### src/rtl/dtx_pkg.sv
package dtx_pkg;

    localparam int NSIDES   = 2;
    localparam int SIDE_PRI = 0;
    localparam int SIDE_SEC = 1;

    // bit positions inside the 32-bit control/status word
    localparam int SEL_LSB  = 24;
    localparam int STAT_BIT = 26;
    localparam int EN_BIT   = 27;

    typedef struct packed {
        logic              serr_en;    // bit 27
        logic              sticky;     // bit 26
        logic [NSIDES-1:0] short_sel;  // bits 25:24, [0] primary
    } ctrl_t;

    function automatic logic [31:0] pack_word(input ctrl_t c);
        logic [31:0] w;
        w = '0;
        w[SEL_LSB +: NSIDES] = c.short_sel;
        w[STAT_BIT]          = c.sticky;
        w[EN_BIT]            = c.serr_en;
        return w;
    endfunction

endpackage

### src/rtl/dtx_side_timer.sv
module dtx_side_timer #(
    parameter int LONG_LOG2  = 15,
    parameter int SHORT_LOG2 = 10
) (
    input  logic clk,
    input  logic rst,
    input  logic start_i,
    input  logic done_i,
    input  logic short_i,
    output logic expire_o,
    output logic discard_o
);
    localparam int CW = LONG_LOG2;
    localparam logic [CW-1:0] LONG_LAST  = {CW{1'b1}};
    localparam logic [CW-1:0] SHORT_LAST = CW'((64'd1 << SHORT_LOG2) - 64'd1);

    logic          running;
    logic [CW-1:0] cnt;

    // completion and restart both take precedence over an expiry
    assign expire_o = running && !start_i && !done_i && (cnt == '0);

    always_ff @(posedge clk) begin
        if (rst) begin
            running   <= 1'b0;
            cnt       <= '0;
            discard_o <= 1'b0;
        end else begin
            discard_o <= expire_o;
            if (start_i) begin
                running <= 1'b1;
                cnt     <= short_i ? SHORT_LAST : LONG_LAST;
            end else if (done_i || expire_o) begin
                running <= 1'b0;
            end else if (running) begin
                cnt <= cnt - 1'b1;
            end
        end
    end
endmodule

### src/rtl/dtx_ctrl_reg.sv
module dtx_ctrl_reg
    import dtx_pkg::*;
(
    input  logic              clk,
    input  logic              rst,
    input  logic              wr_i,
    input  logic [31:0]       wdata_i,
    input  logic [NSIDES-1:0] expire_i,
    output ctrl_t             ctrl_o,
    output logic [31:0]       rdata_o
);
    ctrl_t q;

    always_ff @(posedge clk) begin
        if (rst) begin
            q <= '0;
        end else begin
            if (wr_i) begin
                q.short_sel <= wdata_i[SEL_LSB +: NSIDES];
                q.serr_en   <= wdata_i[EN_BIT];
            end
            if (|expire_i)
                q.sticky <= 1'b1;
            else if (wr_i && wdata_i[STAT_BIT])
                q.sticky <= 1'b0;
        end
    end

    assign ctrl_o  = q;
    assign rdata_o = pack_word(q);
endmodule

### src/rtl/dtx_serr_gen.sv
module dtx_serr_gen
    import dtx_pkg::*;
(
    input  logic              clk,
    input  logic              rst,
    input  logic              en_i,
    input  logic [NSIDES-1:0] expire_i,
    output logic              serr_n_o
);
    always_ff @(posedge clk) begin
        if (rst) serr_n_o <= 1'b1;
        else     serr_n_o <= ~(en_i & (|expire_i));
    end
endmodule

### src/rtl/dtx_discard_unit.sv
module dtx_discard_unit
    import dtx_pkg::*;
#(
    parameter int LONG_LOG2  = 15,
    parameter int SHORT_LOG2 = 10
) (
    input  logic              clk,
    input  logic              rst,
    input  logic [NSIDES-1:0] start_i,
    input  logic [NSIDES-1:0] done_i,
    input  logic              reg_wr_i,
    input  logic [31:0]       reg_wdata_i,
    output logic [31:0]       reg_rdata_o,
    output logic [NSIDES-1:0] discard_o,
    output logic              serr_n_o
);
    ctrl_t             ctrl;
    logic [NSIDES-1:0] expire;

    for (genvar s = 0; s < NSIDES; s++) begin : g_side
        dtx_side_timer #(
            .LONG_LOG2 (LONG_LOG2),
            .SHORT_LOG2(SHORT_LOG2)
        ) u_tmr (
            .clk      (clk),
            .rst      (rst),
            .start_i  (start_i[s]),
            .done_i   (done_i[s]),
            .short_i  (ctrl.short_sel[s]),
            .expire_o (expire[s]),
            .discard_o(discard_o[s])
        );
    end

    dtx_ctrl_reg u_reg (
        .clk     (clk),
        .rst     (rst),
        .wr_i    (reg_wr_i),
        .wdata_i (reg_wdata_i),
        .expire_i(expire),
        .ctrl_o  (ctrl),
        .rdata_o (reg_rdata_o)
    );

    dtx_serr_gen u_serr (
        .clk     (clk),
        .rst     (rst),
        .en_i    (ctrl.serr_en),
        .expire_i(expire),
        .serr_n_o(serr_n_o)
    );
endmodule

### config.mk
export PLATFORM = sky130hd
export DESIGN_NAME = dtx_discard_unit
export DESIGN_NICKNAME = d
export VERILOG_FILES = /design/src/rtl/dtx_pkg.sv /design/src/rtl/dtx_side_timer.sv /design/src/rtl/dtx_ctrl_reg.sv /design/src/rtl/dtx_serr_gen.sv /design/src/rtl/dtx_discard_unit.sv
export SDC_FILE = /design/constraint.sdc
export NUM_CORES = 1
export LEC_CHECK = 0
export BUFFER_PORTS_ARGS = -buffer_cell sky130_fd_sc_hd__buf_2
export CAP_MARGIN = 20
export CORE_ASPECT_RATIO = 0.8
export CORE_MARGIN = 3
export CORE_UTILIZATION = 40
export CTS_BUF_LIST = sky130_fd_sc_hd__clkbuf_8 sky130_fd_sc_hd__clkbuf_16
export CTS_CLUSTER_SIZE = 28
export DETAILED_ROUTE_END_ITERATION = 8
export MAX_ROUTING_LAYER = met4
export PLACE_DENSITY = 0.68
export SLEW_MARGIN = 30
export SYNTH_ARGS = -nofsm -noshare
export SYNTH_HDL_FRONTEND = slang
export SYNTH_SLANG_ARGS = --single-unit
### constraint.sdc
create_clock -name clk -period 3.6 [get_ports clk]
set_clock_uncertainty 0.1 [all_clocks]
set_input_delay 0.72 -clock clk [delete_from_list [all_inputs] [get_ports clk]]
set_output_delay 0.72 -clock clk [all_outputs]
set_load 0.03 [all_outputs]
After elaboration in Yosys (flattened, before gate mapping). Index checks and enable logic that the tools add are counted.

$lt $le $gt $ge: 0. Multipliers: 0. Div/mod/pow operators: 0. Reductions and logical operators: 23. $add $sub $neg: 2. Eq/ne operators: 2. Bitwise logic cells: 2. Multiplexer cells: 14. Shift operators: 0.

Operator list (number): $mux 15 (8); $logic_not 15->1 (2); $sub 15x1->15 const B (2); $reduce_bool 2->1 (5); $logic_and 1x1->1 (7); $mux 1 (6); $logic_not 1->1 (4); $ne 2x2->1 const B (2); $reduce_and 2->1 (2); $logic_or 1x1->1 (2); $reduce_or 2->1 (1); $and 1x1->1 (1); $not 1->1 (1).

Memories: 0. Bits in registers: 39. RAM bits: 0. Word-level logic and storage cells: 53. Bits in latches: 0. ROM bits: 0. Input bits: 39. Output and inout bits: 35.

Longest topological paths before layout. Gate-level depths: netlist of run 1.

Word-level depth: 7. Mapped depth: 7. Depth with buffers taken out: 6.

Hierarchy. From an unflattened synthesis of run 1, not the netlist that was laid out.

Cell total of the unflattened synthesis: 279. Area total of the unflattened synthesis: 2404.8 um^2.

Modules (own cells, without submodules): dtx_side_timer (times used 2, cells each 115, area an instance 992.2 um^2, seq. area each 340.3 um^2); dtx_ctrl_reg (times used 1, cells each 46, area an instance 384.1 um^2, seq. area each 80.1 um^2); dtx_serr_gen (times used 1, cells each 3, area an instance 36.3 um^2, seq. area each 20.0 um^2).

Worst setup path after synthesis of run 1. OpenSTA, ideal clock, no wires.

Path kind: input -> register. Start point: in done_i[0]. End point: reg g_side[0].u_tmr.cnt[7]. Stages on the path: 5. Arrival time: 1815 ps. Setup time: 74 ps. Slack: 1611 ps. Data required time: 3426 ps. Path buffers: 1. Cell sequence: nor2b_1 -> buf_2 -> nand4b_1 -> or4_1 -> a31oi_1.

Cells in the longest elaborated chain, start to end: 6.

RTL lines: start, declared (RTL line dtx_discard_unit.sv:10) `input logic [NSIDES-1:0] done_i,`; $logic_not 1->1 (RTL line dtx_side_timer.sv:21) `assign expire_o = running && !start_i && !done_i && (cnt == '0);`; $logic_and 1x1->1 (2 in series) (RTL line dtx_side_timer.sv:21); $logic_or 1x1->1 * (RTL line dtx_side_timer.sv:33) `end else if (done_i || expire_o) begin`; $ne 2x2->1 (no source line) *; $reduce_and 2->1 (no source line) *; end signal, assigned (RTL line dtx_side_timer.sv:32) `cnt <= short_i ? SHORT_LAST : LONG_LAST;`; end signal, assigned (RTL line dtx_side_timer.sv:36) `cnt <= cnt - 1'b1;`; end, declared (RTL line dtx_side_timer.sv:18) `logic [CW-1:0] cnt;`.

Mark *: on every way between the ends. The rest lies on a longest branch, timed or not. A chain may end at the register's enable or synchronous reset.

Final worst setup path of run 1. Ends and elaborated chain as after synthesis.

==> run_results.csv, run 1 <==
group,metric,value,unit
status,status,"finished, final reports clean",
power_and_ir_drop,p_per_area,401.7,mW/mm^2
timing,rsz0062_at_grt,"false",
grt,grt_max_degree,32,
yosys,ys_ff_latch,39,
grt,grt_use_total,0.1437,
worst_setup_path,crit_fanout,8,
floorplan,boundaryPins,74,
grt,grt_pass1_wl,7541,um
place,gp_congestion,0.8056,
yosys,synth-edff-count,0,
timing,max_slew_margin,0.4274,
clocking,post_cts_resized,0,
worst_setup_path,critical_path.max_stage_delay,0.55,ns
final_layout,nFillCells,550,
routing,drtAntennaViolNets,0,
worst_setup_path,critPathBufInv,1,
yosys,ys_seq_area_frac,0.3438,
yosys,ys.warnings.count,0,
final_layout,fin_util,0.4467,
routing,first_pass_iters,4,
clocking,clk_pin_slew,0.07,ns
clocking,cts_root_buf,"clkbuf_8",
power_and_ir_drop,p_leak,0.8908,nW
power_and_ir_drop,ir_drop,144.4,uV
floorplan,initial_core_util,0.4336,
yosys,synth_most_common_cell,"dfxtp_1",
yosys,synthArstFlopShare,0,
clocking,clkLatencyLatePin,0.29,ns
yosys,synth_largest_area_cell,"dfxtp_1",
routing,drc,0,
yosys,syn_area,0.002271,sq mm
yosys,yosys-top-cells-area,"dfxtp_1, buf_4, a31oi_1, a311oi_1, o31ai_1",
clocking,cts_tree,"built",
timing,fmax,432.9,MHz
clocking,cts-buffers-inserted,5,
worst_setup_path,worstPathArrival,2.42,ns
worst_setup_path,worstPathRequired,3.71,ns
floorplan,die-height,73.40,um
worst_setup_path,worstSetupStartpointType,"input pin",
final_layout,n_antenna_cell,0,
yosys,synth_cell_types,50,
final_layout,syn_to_final_growth,3.030,%
final_layout,fin_nets,309,
final_layout,layout-drive-gt1-share,0.1236,
worst_setup_path,crit_type,"input pin to flip-flop",
timing,final_max_slew_viol_count,0,
final_layout,seq_area,780.7,sq um
timing,hold_viol,0,
grt,grt_pass1_vias,1587,
floorplan,die_area,0.006623,sq mm
routing,drtIter0Drc,107,
min_path,hold_class,"flip-flop to flip-flop",
clocking,cts.path.max_buffers,2,
worst_setup_path,critPathCaptureType,"flip-flop",
yosys,ys_top_cells_by_count,"dfxtp_1, buf_4, a31oi_1",
power_and_ir_drop,p_total,0.0009400,W
job,max_cap_viol_count,0,
timing,worst_slack,1.290,ns
timing,tightestPinTransition,0.8474,ns
clocking,postCtsHoldBufs,0,
floorplan,fp.dieW,90.24,um
final_layout,multi_input_area,0.001270,sq mm
clocking,cts_setup_buffers,0,
routing,avgRoutedWirePerCell,13.56,um
yosys,synthCells,259,
worst_setup_path,crit_family,"simple AND/OR/NAND/NOR gates",
worst_setup_path,cp_slowest_cell,"or4_1",
timing,min_period_over_period,0.6417,
floorplan,core_area,0.005238,sq mm
grt,grt_antenna_before_repair,0,
routing,routed_wirelength,4639,um
floorplan,num_rows,23,
timing,period_needed,2.310,ns
clocking,cts_num_sinks,39,
clocking,h-tree-depth,2,
timing,whs,0.3977,ns
yosys,ys_dominant_reg_cell,"dfxtp_1",
routing,vias,1895,
routing,viasPerCell,5.541,
timing,fin_setup_tns,0,ns
grt,overflow,0,
place,io_buffer_count,17,
yosys,synth_top_area_share,0.3438,
worst_setup_path,path_cells,"buf_2, nor2b_1, nand4b_1, or4_1, a31oi_1",
place,hpwlAfterDp,3356,um
timing,setup_viol,0,
yosys,avgSynthCellArea,8.768,sq um
place,dp_slack,1.016,ns
-- worst reg2reg max path, stage by stage, from the launching register on --
cell and delay, ns:
dfxtp_1 0.33, inv_1 0.08, ha_1 0.23, nor4bb_1 0.77, and3b_1 0.28, a211oi_1 0.08
a311oi_1 0.23
-- placed cells by master, fill, tap and decap left out, types with 3 or more instances in the layout --
master	netlist	routed
dfxtp_1	39	39
nor4_1	5	5
o21ai_0	6	6
nand4_1	5	5
and4_1	4	4
or2_2	3	3
clkbuf_8	0	5
nor4b_1	3	3
nor2_1	16	16
buf_2	2	17
inv_1	9	10
mux2i_1	3	3
nor3_1	10	10
or3_1	7	7
a311oi_1	9	9
a21oi_1	4	4
nand2_1	7	7
conb_1	1	28
a211oi_1	4	4
a31oi_1	17	17
nand2b_1	3	3
o31a_1	5	5
nand3_1	6	6
o31ai_1	10	10
nand4b_1	3	3
nor2b_1	5	5
or4_1	7	7
-- flip-flops by register name, indices dropped and copies added, names as in the netlist --
register and count:
g_side.u_tmr.running 2, g_side.u_tmr.cnt 30, g_side.u_tmr.discard_o 2, u_reg.ctrl_o 4
u_serr.serr_n_o 1
-- cell families after synthesis --
kind of cell / Yosys count / share of synthesized area
simple gates: 98 / 0.2882
flops: 39 / 0.3438
compound gates: 64 / 0.2006
buf+inv: 52 / 0.1416
mux: 3 / 0.01322
other cells: 1 / 0.001651
fa+ha+maj: 2 / 0.01102
-- power by group --
part / internal [W] / total (W) / switching [W]
Combinational: 0.0000569 / 0.000172 / 0.000115
Sequential: 0.000461 / 0.000497 / 0.0000354
Clock: 0.000126 / 0.000271 / 0.000145
Total: 0.000645 / 0.000940 / 0.000295
-- stage by stage --
step                      cell area (sq um)  cells
after floorplan                        2372    286
after global placement                 2267    336
after detailed placement               2267    336
after CTS                              2340    342
after global routing                   2340    342
final                                  2340    342
-- metal layers --
metal | GRT usage | part of all wire | routed length [um]
met1 | 0.2020 | 0.52 | 2393
met5 | - | 0 | 0
met3 | 0.03480 | 0.060 | 280
met4 | 0.05093 | 0.018 | 82
met2 | 0.1995 | 0.41 | 1883
-- final timing paths --
kind,start,cells past startpoint,to,slack [ns]
max,done_i[0],5,g_side[0].u_tmr.cnt[7],1.29
min,g_side[1].u_tmr.cnt[14],2,g_side[1].u_tmr.cnt[14],0.40
max reg2reg,g_side[1].u_tmr.cnt[0],6,g_side[1].u_tmr.cnt[8],1.41
min reg2reg,g_side[1].u_tmr.cnt[14],2,g_side[1].u_tmr.cnt[14],0.40
-- area by class of cell --
class	instances	area share
inverter	10	0.01604
timing repair buffer	17	0.03636
sequential	39	0.3337
clock inverter	1	0.001604
multi-input combinational	195	0.5428
clock buffer	5	0.02941
tap	75	0.04011
Power figures use the tool's default switching activity.
==> run 2: changes to the inputs <==
--- a/config.mk
+++ b/config.mk
@@ -14,7 +14,7 @@
 export CTS_CLUSTER_SIZE = 28
 export DETAILED_ROUTE_END_ITERATION = 8
 export MAX_ROUTING_LAYER = met4
-export PLACE_DENSITY = 0.68
+export PLACE_DENSITY = 0.71
 export SLEW_MARGIN = 30
 export SYNTH_ARGS = -nofsm -noshare
 export SYNTH_HDL_FRONTEND = slang
==> constraint.sdc (replaced) <==
create_clock -name clk -period 2 [get_ports clk]
set_clock_uncertainty 0.1 [all_clocks]
set_input_delay 0.4 -clock clk [delete_from_list [all_inputs] [get_ports clk]]
set_output_delay 0.4 -clock clk [all_outputs]
set_load 0.03 [all_outputs]
==> run 2 against run 1 <==
Routed wire length increased by 7.7%. Utilization increased by 3.8 points. Sequential share of layout area decreased by 2.6 points. Clock power increased by 100%. Non-clock buffer count increased by 16. Largest cell class unchanged. Critical path type is now flip-flop to flip-flop. Largest power group unchanged.
==> run_results.csv, run 2 (synthesized netlist as in run 1, its figures left out) <==
group,metric,value,unit
worst_setup_path,ff2ff_setup_slack,0.09,ns
grt,grt_pass1_vias,1689,
final_layout,nFillCells,514,
timing,rsz0062_at_grt,"false",
floorplan,die_area,0.006623,sq mm
floorplan,die-height,73.40,um
floorplan,core_area,0.005238,sq mm
timing,tightestPinTransition,0.5957,ns
clocking,h-tree-depth,2,
worst_setup_path,rr_endpoint,"g_side[0].u_tmr.cnt[12]",
routing,vias,1996,
timing,period_needed,1.914,ns
clocking,clk_pin_slew,0.07,ns
worst_setup_path,crit_type,"flip-flop to flip-flop",
worst_setup_path,worstPathRequired,2.08,ns
min_path,hold_class,"input pin to flip-flop",
grt,overflow,0,
worst_setup_path,r2r_start,"g_side[0].u_tmr.cnt[6]",
worst_setup_path,worstPathArrival,2.00,ns
timing,max_slew_margin,0.6029,
timing,fmax,522.4,MHz
place,io_buffer_count,17,
floorplan,initial_core_util,0.4336,
job,max_cap_viol_count,0,
worst_setup_path,worstSetupStartpointType,"flip-flop",
floorplan,fp.dieW,90.24,um
routing,drc,0,
final_layout,fin_nets,325,
floorplan,num_rows,23,
final_layout,syn_to_final_growth,11.90,%
grt,grt_antenna_before_repair,0,
status,status,"finished, final reports clean",
worst_setup_path,cp_slowest_cell,"or4_4",
routing,viasPerCell,5.560,
clocking,cts_num_sinks,39,
grt,grt_max_degree,32,
routing,routed_wirelength,4995,um
clocking,cts-buffers-inserted,5,
place,hpwlAfterDp,3581,um
final_layout,top_register,"g_side.u_tmr.cnt",
grt,grt_pass1_wl,8038,um
power_and_ir_drop,p_leak,0.9937,nW
power_and_ir_drop,p_per_area,705.7,mW/mm^2
min_path,min-delay-start,"reg_wdata_i[24]",
final_layout,layout-drive-gt1-share,0.2007,
floorplan,boundaryPins,74,
worst_setup_path,critPathCaptureType,"flip-flop",
timing,setup_viol,0,
final_layout,fin_util,0.4852,
timing,hold_viol,0,
final_layout,largest_reg_flops,30,
timing,fin_setup_tns,0,ns
min_path,whs_path_depth,3,
clocking,cts_tree,"built",
timing,final_max_slew_viol_count,0,
clocking,cts.path.max_buffers,2,
routing,drtIter0Drc,129,
grt,grt_use_total,0.1537,
final_layout,final_cell_mix,"dfxtp_1, conb_1, a31oi_1, buf_2, nor2_1",
routing,avgRoutedWirePerCell,13.91,um
worst_setup_path,reg2regPathDepth,4,
final_layout,final_common_cell,"dfxtp_1",
timing,min_period_over_period,0.9571,
place,gp_congestion,0.8204,
clocking,clkLatencyLatePin,0.29,ns
power_and_ir_drop,ir_drop,469.2,uV
worst_setup_path,critical_path.max_stage_delay,0.58,ns
worst_setup_path,path_cells,"or4_4, or3_1, o21a_1, o31a_1",
worst_setup_path,crit_fanout,7,
final_layout,n_antenna_cell,0,
clocking,cts_root_buf,"clkbuf_8",
routing,drtAntennaViolNets,0,
min_path,min_to,"u_reg.ctrl_o[0]",
routing,first_pass_iters,4,
==> run 2: cell types whose count changed in the layout (fill, tap and decap cells not counted), moves of 2 or more <==
cell     previous run  this run
nor4b_1             3         1
nor4_4              2         4
buf_4               0        15
nor4b_2             0         2
nor4_2              2         0
==> run 2: report_power, final <==
group | leakage, nW | internal, W | switching [W] | total, W
Clock | 0.0470 | 0.000271 | 0.000272 | 0.000542
Sequential | 0.325 | 0.000831 | 0.0000713 | 0.000902
Combinational | 0.621 | 0.000132 | 0.000217 | 0.000349
Total | 0.994 | 0.00123 | 0.000560 | 0.00179
==> run 2: critical path, delay by kind of cell (launching register included) <==
family	cells	cell delay (ns)
compound gates	2	0.41
flops	1	0.36
simple gates	2	0.93
==> run 2: per-layer routing <==
layer  wire length (um)  track usage  vias up
li1                   -            -      984
met1               2531       0.2182      933
met2               2113       0.2169       74
met3                293      0.03685        5
met4                 57      0.04244        0
met5                  0            -        -
==> run 2: worst max path at each step <==
stage | start | end | slack [ns] | cells after the start
after floorplan | g_side[0].u_tmr.cnt[0] | g_side[0].u_tmr.cnt[7] | 0.16 | 7
after global placement | start_i[0] | u_serr.serr_n_o | 0.02 | 5
after detailed placement | start_i[0] | g_side[0].u_tmr.cnt[13] | 0.00003 | 5
after CTS | g_side[0].u_tmr.cnt[0] | g_side[0].u_tmr.cnt[13] | 0.04 | 6
after global routing | g_side[1].u_tmr.cnt[0] | g_side[1].u_tmr.cnt[8] | 0.01 | 8
final | g_side[0].u_tmr.cnt[6] | g_side[0].u_tmr.cnt[12] | 0.09 | 4
==> run 2: cell type report <==
type                            instances  area (sq um)  share of cell area
Clock buffer                            6         82.58             0.03250
Timing Repair Buffer                   33         217.7             0.08567
Inverter                               10         37.54             0.01477
Multi-Input combinational cell        195          1323              0.5204
Tap cell                               75         93.84             0.03693
Clock inverter                          1         5.005            0.001969
Sequential cell                        39         782.0              0.3077
==> run 2: stage by stage <==
stage	area [sq um]	hold slack (ns)	total power, W	instances	setup slack, ns
after floorplan	2372	0.3478	0.001202	286	0.1612
after global placement	2392	0.3671	0.001237	351	0.01887
after detailed placement	2392	0.3774	0.001247	351	0.00002509
after CTS	2480	0.2417	0.001785	358	0.04220
after global routing	2541	0.2643	0.001889	359	0.01127
final	2541	0.2449	0.001793	359	0.08588
==> run 2: repair_timing <==
item	4_1_cts	5_1_grt
setup buffers	0	1
endpoints found under the hold margin	0	0
setup endpoints to repair	0	16
hold buffers	0	0
resized for setup	0	10
==> run 3: changes to the inputs <==
--- a/config.mk
+++ b/config.mk
@@ -9,12 +9,14 @@
 export CAP_MARGIN = 20
 export CORE_ASPECT_RATIO = 0.8
 export CORE_MARGIN = 3
-export CORE_UTILIZATION = 40
+export CORE_UTILIZATION = 30
 export CTS_BUF_LIST = sky130_fd_sc_hd__clkbuf_8 sky130_fd_sc_hd__clkbuf_16
 export CTS_CLUSTER_SIZE = 28
 export DETAILED_ROUTE_END_ITERATION = 8
+export GPL_TIMING_DRIVEN = 1
+export HOLD_SLACK_MARGIN = 0.03
 export MAX_ROUTING_LAYER = met4
-export PLACE_DENSITY = 0.71
+export PLACE_DENSITY = 0.57
 export SLEW_MARGIN = 30
 export SYNTH_ARGS = -nofsm -noshare
 export SYNTH_HDL_FRONTEND = slang
==> run 3 against run 2 <==
Sequential power down 1%. First-iteration DRC count down 21%. Die area up 31%. Flip-flop and latch count unchanged. Hold slack worse by 0.0015 ns. Setup slack about the same. Cell count up 7.0%. Register-to-register slack about the same. Critical path type unchanged.
==> run_results.csv, run 3 (synthesized netlist as in run 1, its figures left out) <==
group,metric,value,unit
clocking,clk_pin_slew,0.08,ns
place,hpwlAfterDp,3918,um
routing,vias,2033,
grt,grt_pass1_vias,1764,
timing,fin_setup_tns,0,ns
routing,avgRoutedWirePerCell,13.58,um
power_and_ir_drop,ir_drop,378.3,uV
timing,fmax,522.5,MHz
routing,drtIter0Drc,102,
worst_setup_path,worstPathArrival,1.97,ns
worst_setup_path,crit_fanout,7,
clocking,cts_num_sinks,39,
worst_setup_path,worstSetupStartpointType,"flip-flop",
place,post-place-cells,375,
final_layout,fin_cells,384,
worst_setup_path,critPathCaptureType,"flip-flop",
grt,grt_use_total,0.1249,
status,status,"finished, final reports clean",
routing,drc,0,
floorplan,num_rows,27,
power_and_ir_drop,p_per_area,762.1,mW/mm^2
routing,routed_wirelength,5215,um
floorplan,die_area,0.008657,sq mm
grt,grt_pass1_wl,8556,um
floorplan,boundaryPins,74,
timing,hold_viol,0,
timing,setup_viol,0,
routing,first_pass_iters,4,
clocking,postCtsHoldBufs,0,
place,gp_congestion,0.7745,
timing,period_needed,1.914,ns
final_layout,n_antenna_cell,0,
job,max_cap_viol_count,0,
clocking,h-tree-depth,2,
floorplan,core_area,0.007094,sq mm
final_layout,syn_to_final_growth,16.86,%
routing,drtAntennaViolNets,0,
grt,grt_max_degree,18,
timing,min_period_over_period,0.9569,
clocking,clkLatencyLatePin,0.29,ns
final_layout,top_register,"g_side.u_tmr.cnt",
place,placed_cell_area,0.002485,sq mm
final_layout,fin_nets,337,
place,io_buffer_count,17,
grt,grt_antenna_before_repair,0,
final_layout,final_common_cell,"dfxtp_1",
final_layout,final_cell_mix,"dfxtp_1, conb_1, buf_4",
final_layout,largest_reg_flops,30,
clocking,cts.path.max_buffers,2,
clocking,cts_root_buf,"clkbuf_8",
final_layout,nFillCells,745,
routing,viasPerCell,5.294,
worst_setup_path,crit_type,"flip-flop to flip-flop",
floorplan,initial_core_util,0.3201,
clocking,cts_tree,"built",
timing,final_max_slew_viol_count,0,
worst_setup_path,worstPathRequired,2.05,ns
final_layout,layout-drive-gt1-share,0.2391,
floorplan,fp.dieW,103.3,um
final_layout,stdcell_area,0.002654,sq mm
clocking,cts-buffers-inserted,5,
power_and_ir_drop,p_leak,1.059,nW
grt,overflow,0,
floorplan,die-height,83.82,um
min_path,hold_class,"input pin to flip-flop",
timing,whs,0.2434,ns
[run 3: metrics by stage]
stage,worst slack (ns),utilization,power (W)
after floorplan,0.1612,-,0.001202
after global placement,0.05282,0.3503,0.001252
after detailed placement,0.05074,0.3503,0.001261
after CTS,0.03571,0.3690,0.002034
after global routing,-0.004718,0.3741,0.002128
final,0.08623,0.3741,0.002023
[run 3: layer usage]
layer | track usage | up-vias | wire length (um)
li1 | - | 1008 | -
met1 | 0.1875 | 976 | 2737
met2 | 0.1619 | 47 | 2235
met3 | 0.03175 | 2 | 233
met4 | 0.03529 | 0 | 8
met5 | - | - | 0
[run 3: layout make-up]
class / count / area, sq um / share of cell area
multi-input cells: 195 / 1297 / 0.4889
flip-flops and latches: 39 / 782.0 / 0.2947
repair buffers: 45 / 295.3 / 0.1113
well taps: 87 / 108.9 / 0.04102
clock buffers: 5 / 68.82 / 0.02593
clock inverters: 3 / 63.81 / 0.02405
inverters: 10 / 37.54 / 0.01414
[run 3: path summary, 6_finish.rpt]
kind                     startpoint                      end  slack (ns)  depth (start not counted)
max reg2reg  g_side[1].u_tmr.cnt[7]  g_side[1].u_tmr.cnt[11]        0.09                          4
min reg2reg         u_reg.ctrl_o[3]          u_serr.serr_n_o        0.38                          2
max          g_side[1].u_tmr.cnt[7]  g_side[1].u_tmr.cnt[11]        0.09                          4
min                 reg_wdata_i[25]          u_reg.ctrl_o[1]        0.24                          3
[run 3: worst max-delay path: stages, from the launching register on]
cell and delay, ns:
dfxtp_1 0.36, or4_4 0.59, nor4_4 0.47, or4_1 0.18, a31oi_1 0.08
[run 3: report_power, final]
| part | total [W] | switching, W | internal (W) | leakage, nW |
|---|---|---|---|---|
| Combinational | 0.000362 | 0.000224 | 0.000138 | 0.664 |
| Sequential | 0.000892 | 0.0000614 | 0.000830 | 0.325 |
| Clock | 0.000769 | 0.000275 | 0.000494 | 0.0695 |
[run 3: timing repair]
item | CTS | global route
setup buffers | 0 | 1
endpoints found under the setup margin | 0 | 18
hold endpoints to repair | 0 | 0
resized for setup | 0 | 8
